===== config.mk =====
export PLATFORM = sky130hd
export DESIGN_NAME = phy_bringup_seq
export DESIGN_NICKNAME = d
export VERILOG_FILES = /design/src/rtl/phy_seq_pkg.sv /design/src/rtl/us_prescaler.sv /design/src/rtl/us_delay.sv /design/src/rtl/phy_bringup_seq.sv
export SDC_FILE = /design/constraint.sdc
export NUM_CORES = 1
export LEC_CHECK = 0
export CORE_MARGIN = 2
export CORE_UTILIZATION = 68
export CTS_CLUSTER_SIZE = 24
export DETAILED_ROUTE_END_ITERATION = 7
export DONT_BUFFER_PORTS = 1
export PLACE_DENSITY = 0.92
export SKIP_LAST_GASP = 1
export SYNTH_ARGS = -nofsm -noshare
export SYNTH_HDL_FRONTEND = slang
export SYNTH_SLANG_ARGS = --single-unit

===== constraint.sdc =====
create_clock -name clk -period 6.9 [get_ports clk]
set_input_delay 1.38 -clock clk [delete_from_list [all_inputs] [get_ports clk]]
set_output_delay 1.38 -clock clk [all_outputs]
set_load 0.03 [all_outputs]

===== src/rtl/phy_seq_pkg.sv =====
package phy_seq_pkg;

    localparam int NPORT = 2;

    typedef enum logic [3:0] {
        ST_IDLE,
        ST_PD_HOLD,
        ST_PD_SETTLE,
        ST_POR0_WAIT,
        ST_POR1_WAIT,
        ST_CFG_HANDOFF,
        ST_CFG_SETTLE,
        ST_HRST_WAIT,
        ST_TSCALE_SET,
        ST_CORE_RELEASE,
        ST_POLL_CHK,
        ST_POLL_GAP,
        ST_FINISH
    } seq_state_e;

endpackage


===== src/rtl/us_prescaler.sv =====
// Divides the clock down to one tick per microsecond; restart realigns phase.
module us_prescaler #(
    parameter int CLKS_PER_US = 50
) (
    input  logic clk,
    input  logic rst_n,
    input  logic restart_i,
    output logic tick_o
);
    localparam int PW = (CLKS_PER_US > 1) ? $clog2(CLKS_PER_US) : 1;
    localparam logic [PW-1:0] TOP = PW'(CLKS_PER_US - 1);

    logic [PW-1:0] cnt;

    always_ff @(posedge clk or negedge rst_n) begin
        if (!rst_n) begin
            cnt <= '0;
        end else if (restart_i) begin
            cnt <= TOP;
        end else if (cnt == '0) begin
            cnt <= TOP;
        end else begin
            cnt <= cnt - 1'b1;
        end
    end

    assign tick_o = (cnt == '0);


    prescale_range_chk: assert property (@(posedge clk) disable iff (!rst_n)
        cnt <= TOP);

endmodule


===== src/rtl/us_delay.sv =====
// Counts microsecond ticks down from a loaded value; expires on the last tick.
module us_delay #(
    parameter int US_W = 10
) (
    input  logic            clk,
    input  logic            rst_n,
    input  logic            load_i,
    input  logic [US_W-1:0] load_val_i,
    input  logic            tick_i,
    output logic            expired_o
);
    logic [US_W-1:0] us_left;

    always_ff @(posedge clk or negedge rst_n) begin
        if (!rst_n) begin
            us_left <= '0;
        end else if (load_i) begin
            us_left <= load_val_i - 1'b1;
        end else if (tick_i && (us_left != '0)) begin
            us_left <= us_left - 1'b1;
        end
    end

    assign expired_o = tick_i && (us_left == '0);


    load_nonzero_chk: assert property (@(posedge clk) disable iff (!rst_n)
        load_i |-> (load_val_i != '0));

endmodule


===== src/rtl/phy_bringup_seq.sv =====
module phy_bringup_seq
    import phy_seq_pkg::*;
#(
    parameter int CLKS_PER_US = 50,
    parameter int RST_HOLD_US = 300,
    parameter int STEP_US     = 1000,
    parameter int POLL_US     = 10,
    parameter int POLL_MAX    = 10000
) (
    input  logic       clk,
    input  logic       rst_n,
    input  logic       start_i,
    input  logic       cfg_done_i,
    input  logic [1:0] phy_ready_i,
    output logic       cfg_start_o,
    output logic [1:0] por_n_o,
    output logic [1:0] lane_rst_n_o,
    output logic [1:0] synth_rst_n_o,
    output logic [1:0] txpd_n_o,
    output logic [1:0] rxpd_n_o,
    output logic [1:0] synthpd_n_o,
    output logic       tscale_ovr_o,
    output logic       core_rst_n_o,
    output logic       mst_lp_req_o,
    output logic       slv_lp_req_o,
    output logic       busy_o,
    output logic       done_o,
    output logic [1:0] port_up_o
);
    localparam int MAX_A  = (RST_HOLD_US > STEP_US) ? RST_HOLD_US : STEP_US;
    localparam int MAX_US = (MAX_A > POLL_US) ? MAX_A : POLL_US;
    localparam int US_W   = $clog2(MAX_US + 1);
    localparam int PC_W   = $clog2(POLL_MAX + 1);
    localparam logic [PC_W-1:0] LAST_POLL = PC_W'(POLL_MAX - 1);

    seq_state_e      state, nxt;
    logic            enter;
    logic            tick;
    logic            expired;
    logic [US_W-1:0] load_val;
    logic [PC_W-1:0] poll_cnt;
    logic            all_ready;

    assign all_ready = &phy_ready_i;
    assign enter     = (nxt != state);

    // Delay length for the state about to be entered.
    always_comb begin
        unique case (nxt)
            ST_PD_HOLD, ST_HRST_WAIT:                       load_val = US_W'(RST_HOLD_US);
            ST_PD_SETTLE, ST_POR0_WAIT, ST_POR1_WAIT,
            ST_CFG_SETTLE:                                  load_val = US_W'(STEP_US);
            ST_POLL_GAP:                                    load_val = US_W'(POLL_US);
            default:                                        load_val = US_W'(1);
        endcase
    end

    us_prescaler #(
        .CLKS_PER_US(CLKS_PER_US)
    ) u_pre (
        .clk       (clk),
        .rst_n     (rst_n),
        .restart_i (enter),
        .tick_o    (tick)
    );

    us_delay #(
        .US_W(US_W)
    ) u_dly (
        .clk        (clk),
        .rst_n      (rst_n),
        .load_i     (enter),
        .load_val_i (load_val),
        .tick_i     (tick),
        .expired_o  (expired)
    );

    // Next-state logic
    always_comb begin
        nxt = state;
        unique case (state)
            ST_IDLE:         if (start_i)    nxt = ST_PD_HOLD;
            ST_PD_HOLD:      if (expired)    nxt = ST_PD_SETTLE;
            ST_PD_SETTLE:    if (expired)    nxt = ST_POR0_WAIT;
            ST_POR0_WAIT:    if (expired)    nxt = ST_POR1_WAIT;
            ST_POR1_WAIT:    if (expired)    nxt = ST_CFG_HANDOFF;
            ST_CFG_HANDOFF:  if (cfg_done_i) nxt = ST_CFG_SETTLE;
            ST_CFG_SETTLE:   if (expired)    nxt = ST_HRST_WAIT;
            ST_HRST_WAIT:    if (expired)    nxt = ST_TSCALE_SET;
            ST_TSCALE_SET:                   nxt = ST_CORE_RELEASE;
            ST_CORE_RELEASE:                 nxt = ST_POLL_CHK;
            ST_POLL_CHK: begin
                if (all_ready || (poll_cnt == LAST_POLL)) nxt = ST_FINISH;
                else                                      nxt = ST_POLL_GAP;
            end
            ST_POLL_GAP:     if (expired)    nxt = ST_POLL_CHK;
            ST_FINISH:                       nxt = ST_IDLE;
            default:                         nxt = ST_IDLE;
        endcase
    end

    // State register
    always_ff @(posedge clk or negedge rst_n) begin
        if (!rst_n) state <= ST_IDLE;
        else        state <= nxt;
    end

    // Poll sample counter
    always_ff @(posedge clk or negedge rst_n) begin
        if (!rst_n) begin
            poll_cnt <= '0;
        end else if (enter && (nxt == ST_CORE_RELEASE)) begin
            poll_cnt <= '0;
        end else if ((state == ST_POLL_CHK) && (nxt == ST_POLL_GAP)) begin
            poll_cnt <= poll_cnt + 1'b1;
        end
    end

    // Registered outputs, updated on state entry
    always_ff @(posedge clk or negedge rst_n) begin
        if (!rst_n) begin
            cfg_start_o   <= 1'b0;
            done_o        <= 1'b0;
            por_n_o       <= '0;
            lane_rst_n_o  <= '0;
            synth_rst_n_o <= '0;
            txpd_n_o      <= '0;
            rxpd_n_o      <= '0;
            synthpd_n_o   <= '0;
            tscale_ovr_o  <= 1'b0;
            core_rst_n_o  <= 1'b0;
            mst_lp_req_o  <= 1'b0;
            slv_lp_req_o  <= 1'b0;
            port_up_o     <= '0;
        end else begin
            cfg_start_o <= 1'b0;
            done_o      <= 1'b0;
            if (enter) begin
                unique case (nxt)
                    ST_PD_HOLD: begin
                        por_n_o       <= '0;
                        lane_rst_n_o  <= '0;
                        synth_rst_n_o <= '0;
                        txpd_n_o      <= '0;
                        rxpd_n_o      <= '0;
                        synthpd_n_o   <= '0;
                        tscale_ovr_o  <= 1'b0;
                        core_rst_n_o  <= 1'b0;
                        mst_lp_req_o  <= 1'b0;
                        slv_lp_req_o  <= 1'b0;
                        port_up_o     <= '0;
                    end
                    ST_PD_SETTLE: begin
                        txpd_n_o    <= '1;
                        rxpd_n_o    <= '1;
                        synthpd_n_o <= '1;
                    end
                    ST_POR0_WAIT:   por_n_o[0] <= 1'b1;
                    ST_POR1_WAIT:   por_n_o[1] <= 1'b1;
                    ST_CFG_HANDOFF: cfg_start_o <= 1'b1;
                    ST_HRST_WAIT: begin
                        lane_rst_n_o  <= '1;
                        synth_rst_n_o <= '1;
                    end
                    ST_TSCALE_SET:  tscale_ovr_o <= 1'b1;
                    ST_CORE_RELEASE: begin
                        core_rst_n_o <= 1'b1;
                        mst_lp_req_o <= 1'b1;
                        slv_lp_req_o <= 1'b1;
                    end
                    ST_FINISH: begin
                        port_up_o <= phy_ready_i;
                        done_o    <= 1'b1;
                    end
                    default: ;
                endcase
            end
        end
    end

    assign busy_o = (state != ST_IDLE);


    start_clear_chk: assert property (@(posedge clk) disable iff (!rst_n)
        (state == ST_IDLE && start_i) |=> (por_n_o == 2'b00 && txpd_n_o == 2'b00 && !core_rst_n_o && busy_o));


    pd_before_por_chk: assert property (@(posedge clk) disable iff (!rst_n)
        (|por_n_o) |-> ((&txpd_n_o) && (&rxpd_n_o) && (&synthpd_n_o)));


    por_order_chk: assert property (@(posedge clk) disable iff (!rst_n)
        por_n_o[1] |-> por_n_o[0]);


    cfg_pulse_chk: assert property (@(posedge clk) disable iff (!rst_n)
        cfg_start_o |=> !cfg_start_o);


    hrst_after_por_chk: assert property (@(posedge clk) disable iff (!rst_n)
        ((|lane_rst_n_o) || (|synth_rst_n_o)) |-> (&por_n_o));


    tscale_first_chk: assert property (@(posedge clk) disable iff (!rst_n)
        core_rst_n_o |-> tscale_ovr_o);


    early_exit_chk: assert property (@(posedge clk) disable iff (!rst_n)
        (state == ST_POLL_CHK && all_ready) |=> done_o);


    poll_bound_chk: assert property (@(posedge clk) disable iff (!rst_n)
        poll_cnt <= LAST_POLL);


    done_pulse_chk: assert property (@(posedge clk) disable iff (!rst_n)
        done_o |=> (!done_o && !busy_o));

endmodule


After elaboration in Yosys (flattened, before gate mapping) --
Cells that the tools add are included.
Word-level totals: flip-flop bits (word level) 46, bits of input ports 6, word-level logic and storage cells 99
Cells by class: $add $sub $neg 4, equal/unequal tests 24, muxes and demuxes 29, reduce and logical (&&, ||, !) cells 29
Operator list (number):
- 4-bit case mux with 12 select lines | 1
- 4-bit two-way mux | 9
- 4-bit by 3-bit equality test with 1-bit output (second input constant) | 8
- 4-bit equality test (second input constant) | 8
- 10-bit case mux with 3 select lines | 1
- 14-bit two-way mux | 2
- 10-bit two-way mux | 2
- 10-bit by 1-bit subtractor with 10-bit output (second input constant) | 2
- 2-bit nonzero test | 9
- 4-bit by 2-bit equality test with 1-bit output (second input constant) | 4
- 2-bit AND reduction | 8
- 14-bit by 1-bit adder with 14-bit output (second input constant) | 1
- 14-bit equality test (second input constant) | 1
- 6-bit two-way mux | 2
- 2-bit case mux with 2 select lines | 3
- 10-bit zero test | 1
- 10-bit nonzero test | 1
- 4-bit by 1-bit equality test with 1-bit output (second input constant) | 2
- 1-bit case mux with 2 select lines | 4
- 6-bit zero test | 1
- 6-bit by 1-bit subtractor with 6-bit output (second input constant) | 1
- 1-bit logical AND | 4
- 4-bit zero test | 1
- 1-bit two-way mux | 4
- other kinds (6) | 6

Depth between registers and ports, before layout --
word-level depth 9, mapped depth 16

By module --
From an unflattened synthesis, not the netlist that was laid out.
Second synthesis, totals: cell total of the unflattened synthesis 332, area total of the unflattened synthesis 2966.6 µm²
Modules (own cells, without submodules):
- phy_bringup_seq | times used 1, cells each 203, area each 1781.7 µm², sequential area each 700.7 µm²
- us_delay | times used 1, cells each 102, area each 893.4 µm², sequential area each 250.2 µm²
- us_prescaler | times used 1, cells each 27, area each 291.5 µm², sequential area each 150.1 µm²

Least setup slack after synthesis --
No wires, ideal clock.
path kind input -> register, start input port phy_ready_i[0], end register u_dly.us_left[8], library setup time 0.104 ns, arrival time 3.628 ns, data required time 6.796 ns, slack 3.168 ns, cell stages on the path 14, path buffers 2, cells stage by stage and2_1 -> a41o_1 -> o22ai_1 -> a211oi_1 -> o211a_1 -> buf_6 -> and2_1 -> o21ai_2 -> ha_1 -> and3_1 -> buf_6 -> o21ai_2 -> nand2b_1 -> a221oi_1
On the way: longest elaborated chain between the ends 9
RTL lines:
- from (decl) | RTL line phy_bringup_seq.sv:14 | input logic [1:0] phy_ready_i,
- 2-bit AND reduction * | RTL line phy_bringup_seq.sv:44 | assign all_ready = &phy_ready_i;
- 1-bit logical OR * | RTL line phy_bringup_seq.sv:93 | if (all_ready || (poll_cnt == LAST_POLL)) nxt = ST_FINISH;
- 3-bit two-way mux * | RTL line phy_bringup_seq.sv:93
- 4-bit case mux with 12 select lines * | RTL line phy_bringup_seq.sv:81 | unique case (state)
- 4-bit by 3-bit equality test with 1-bit output, or another cell as far along | RTL line phy_bringup_seq.sv:49 | unique case (nxt)
- 4-bit OR reduction / 2-bit OR reduction (equally long branches) | RTL line phy_bringup_seq.sv:49
- 10-bit case mux with 3 select lines | RTL line phy_bringup_seq.sv:49
- 10-bit by 1-bit subtractor with 10-bit output | RTL line us_delay.sv:18 | us_left <= load_val_i - 1'b1;
- 10-bit two-way mux | RTL line us_delay.sv:17 | end else if (load_i) begin
- to (signal assigned) | RTL line us_delay.sv:18
- to (signal assigned) | RTL line us_delay.sv:20 | us_left <= us_left - 1'b1;
- to (decl) | RTL line us_delay.sv:12 | logic [US_W-1:0] us_left;
Mark *: on every way between the ends. The rest lies on a longest branch, timed or not. A chain may end at the register's enable or synchronous reset.

Final worst setup path --
start register u_dly.us_left[7], end register u_dly.us_left[8]
On the way: longest elaborated chain between the ends 9
RTL lines:
- 10-bit zero test | RTL line us_delay.sv:24 | assign expired_o = tick_i && (us_left == '0);
- 1-bit logical AND | RTL line us_delay.sv:24
- 4-bit two-way mux, or another cell as far along | RTL line phy_bringup_seq.sv:96 | ST_POLL_GAP: if (expired) nxt = ST_POLL_CHK;
- 4-bit case mux with 12 select lines | RTL line phy_bringup_seq.sv:81
- 4-bit by 3-bit equality test with 1-bit output, or another cell as far along | RTL line phy_bringup_seq.sv:49
- 4-bit OR reduction / 2-bit OR reduction (equally long branches) | RTL line phy_bringup_seq.sv:49
- 10-bit case mux with 3 select lines | RTL line phy_bringup_seq.sv:49
- 10-bit by 1-bit subtractor with 10-bit output | RTL line us_delay.sv:18
- 10-bit two-way mux | RTL line us_delay.sv:17
Parallel ways exist; a longest one is shown, timed or not. The select of a mux whose other input is x is not followed.

==> flow_summary.toml <==
[outcome]
status = "complete, no violations"

[die]
core-area_um2 = 3690
die_h_um = 66.2
start_util_pct = 71.3
num_rows = 22
dieWidth_um = 66.2
ioPinCount = 27
die-area_um2 = 4380

[clock_network]
postCtsHoldBufs = 0
cts_tree = "done"
post-cts-setup-buffer-count = 0
post_cts_resized = 0
cts_buffers = 5
root_buffer = "clkbuf_8"
cts_sinks = 44
clkSlewWorstSetupHoldPaths_ns = 0.08
clock_latency_ns = 0.31
htree_levels = 2
clk_path_buf_depth = 2

[yosys]
synth_edf_count = 0
synth_nets = 298
yosysSeqAreaShare_pct = 41.9
synth_xor_area_share_pct = 5.99
synth-async-reset-ratio_pct = 100
synthDominantCellAreaShare_pct = 41.9
yosys.area_share.simple_pct = 26.7
yosys_warnings = 0
syn_inst = 288
syn-mean-instance-area_um2 = 9.13
synthFlopType = "dfrtp_1"
synth_most_common_cell = "dfrtp_1"
synth-compound-area-share_pct = 16.2
synth_top_family_by_area = "simple AND/OR/NAND/NOR gates"
synthTopCellsByCount = "dfrtp_1 (44), nor2_1 (38), nand2_1 (32)"
synth_seq_cells = 44
synth.area.top_cells = "dfrtp_1 (42%), nor2_1 (5.4%), nand2_1 (4.6%), xor2_1 (4.3%), buf_4 (2.9%)"
synth_fa_ha_area_share_pct = 1.90
synth_cell_type_count = 63
synthMuxAreaShare_pct = 0.571
syn_area_um2 = 2630
synth.largest_area_cell = "dfrtp_1"

[power_and_ir_drop]
switching_power_uw = 287
power_density_nw_per_um2 = 297
pwr-share-comb_pct = 27.0
swShare_pct = 36.4
intPower_uw = 501
pwr-share-seq_pct = 47.8
max-vdd-ir-drop_mv = 0.221
leakage_nw = 1.16
clockPowerShare_pct = 25.1

[timing]
skew_ns = 0.00908
setup-tns-final_ns = 0
drv_slew = 0
finalCritPeriodShare_pct = 54.8
finalCriticalPeriod_ns = 3.78
maxSlewHeadroom_pct = 28.4
post-route-worst-setup-slack_ns = 3.12
hold_violations = 0
rsz0062_at_grt = "false"
worstMarginPinSlew_ns = 1.07
max_freq_ghz = 0.265
finalSetupViolations = 0

[global_routing]
grt_pass1_wl_um = 9460
grt_overflow = 0
grt_use_total_pct = 28.8
antenna_found_initial = 0
grt_start_max_net_pins = 45
first_global_vias = 2051

[routing]
totalWireLength_um = 5750
ant_nets = 0
remaining_drc_errors = 0
wl_per_cell_um = 17.9
vias_per_cell = 6.76
vias = 2178
firstDrtPassIters = 5
drt_iter0_drc = 311

[setup_path]
path_cells = "or4_4 -> nand4bb_1 -> nor3_2 -> a211oi_1 -> o211a_1 -> nor3_4 -> o21ai_2 -> ha_1 -> and3_1 -> o21ai_2 -> nor4_1 -> a221oi_1"
worst_path_max_delay_cell = "or4_4"
cp_top_family = "simple AND/OR/NAND/NOR gates"
end_kind = "flop"
path_buf_inv = 0
worstPathArrival_ns = 3.99
worst_setup_path_start_kind = "flop"
critPathRequiredTime_ns = 7.11
max_stage_delay_ns = 0.58
crit_fanout = 11
crit_top_cell = "o21ai_2"
worstSetupPathType = "reg2reg"

[final_layout]
antenna_cells = 0
stdcell_area_um2 = 2660
drive_above_1_share_pct = 9.49
layout.cells.non_filler = 322
area_growth_pct = 1.05
n_fill_cell = 272
nets = 283

[flow_run]
drv_cap = 0

[placement]
dp_hpwl_um = 4010
placed_cell_area_um2 = 2550
io_buffers = 0
post-place-ws_ns = 2.88
gp_congestion = 0.942
dp_cells = 314

[hold_path]
holdCritPathClass = "reg2reg"
==> per-layer routing <==
layer / share of wire [%] / up-vias / GRT usage, %
met5: 0 / - / 0
met4: 1.8 / 0 / 10.7
met3: 9.2 / 11 / 6.30
met2: 49 / 127 / 47.5
met1: 40 / 1052 / 36.9
li1: - / 988 / -
==> sequential cells by signal (all words and copies together) (netlist names) <==
register / count
cfg_start_o: 1
done_o: 1
poll_cnt: 14
por_n_o: 2
port_up_o: 2
slv_lp_req_o: 1
state: 4
synth_rst_n_o: 1
synthpd_n_o: 1
tscale_ovr_o: 1
u_dly.us_left: 10
u_pre.cnt: 6
==> per-stage QoR <==
step	hold slack (ns)	total power, mW	utilization (%)
global placement	0.448	0.578	69.0
detailed placement	0.460	0.588	69.0
CTS	0.477	0.785	72.0
global route	0.502	0.833	72.0
floorplan	0.429	0.561	-
finish	0.481	0.788	72.0
==> logic make-up (layout without fill, tap and decap cells) <==
kind of cell / Yosys count / after routing
AOI/OAI and AO/OA: 56 / 56
adders and majority gates: 4 / 4
DFF: 44 / 44
buffers and inverters: 30 / 16
xor gates and xnor gates: 18 / 18
and+or+nand+nor: 135 / 135
muxes: 1 / 1
==> cells in the final DEF (no fill, tap or decap), types with 4 or more instances in the layout <==
| cell | n |
|---|---|
| a21oi_1 | 9 |
| clkbuf_8 | 5 |
| dfrtp_1 | 43 |
| ha_1 | 4 |
| inv_1 | 7 |
| nand2_1 | 32 |
| nand2b_1 | 4 |
| nand3_1 | 13 |
| nand4_1 | 9 |
| nor2_1 | 38 |
| nor3_1 | 10 |
| o21ai_0 | 9 |
| xnor2_1 | 5 |
| xor2_1 | 13 |
==> worst register-to-register path, delay by kind of cell, from the launching register on <==
kind            cells  cell delay (ns)
simple gates        6             1.95
compound gates      5             1.07
flops               1             0.43
fa+ha+maj           1             0.24
==> path summary, 6_finish.rpt <==
path	cells past startpoint	startpoint	slack (ns)	end
min in group asynchronous	0	rst_n	0.75	port_up_o[1]
setup / recovery	12	u_dly.us_left[7]	3.12	u_dly.us_left[8]
hold / removal	1	u_pre.cnt[0]	0.48	u_pre.cnt[0]
hold reg to reg	1	u_pre.cnt[0]	0.48	u_pre.cnt[0]
max in group asynchronous	0	rst_n	6.05	u_dly.us_left[6]
setup reg to reg	12	u_dly.us_left[7]	3.12	u_dly.us_left[8]
==> power by group through the flow <==
stage	logic, mW	registers (mW)	clock network (mW)
final	0.213	0.377	0.198
after global routing	0.239	0.385	0.209
after CTS	0.210	0.375	0.200
after detailed placement	0.208	0.380	0
after global placement	0.199	0.379	0
after floorplan	0.219	0.342	0
==> layout make-up <==
cell class	instances	area, um^2	area share [%]
repair buffers	1	7.51	0.282
well taps	48	60.1	2.26
clock buffers	5	68.8	2.59
inverters	7	26.3	0.989
clock inverters	3	42.5	1.60
flip-flops and latches	44	1100	41.5
multi-input cells	214	1350	50.8
(Power assumes the default switching activity.)
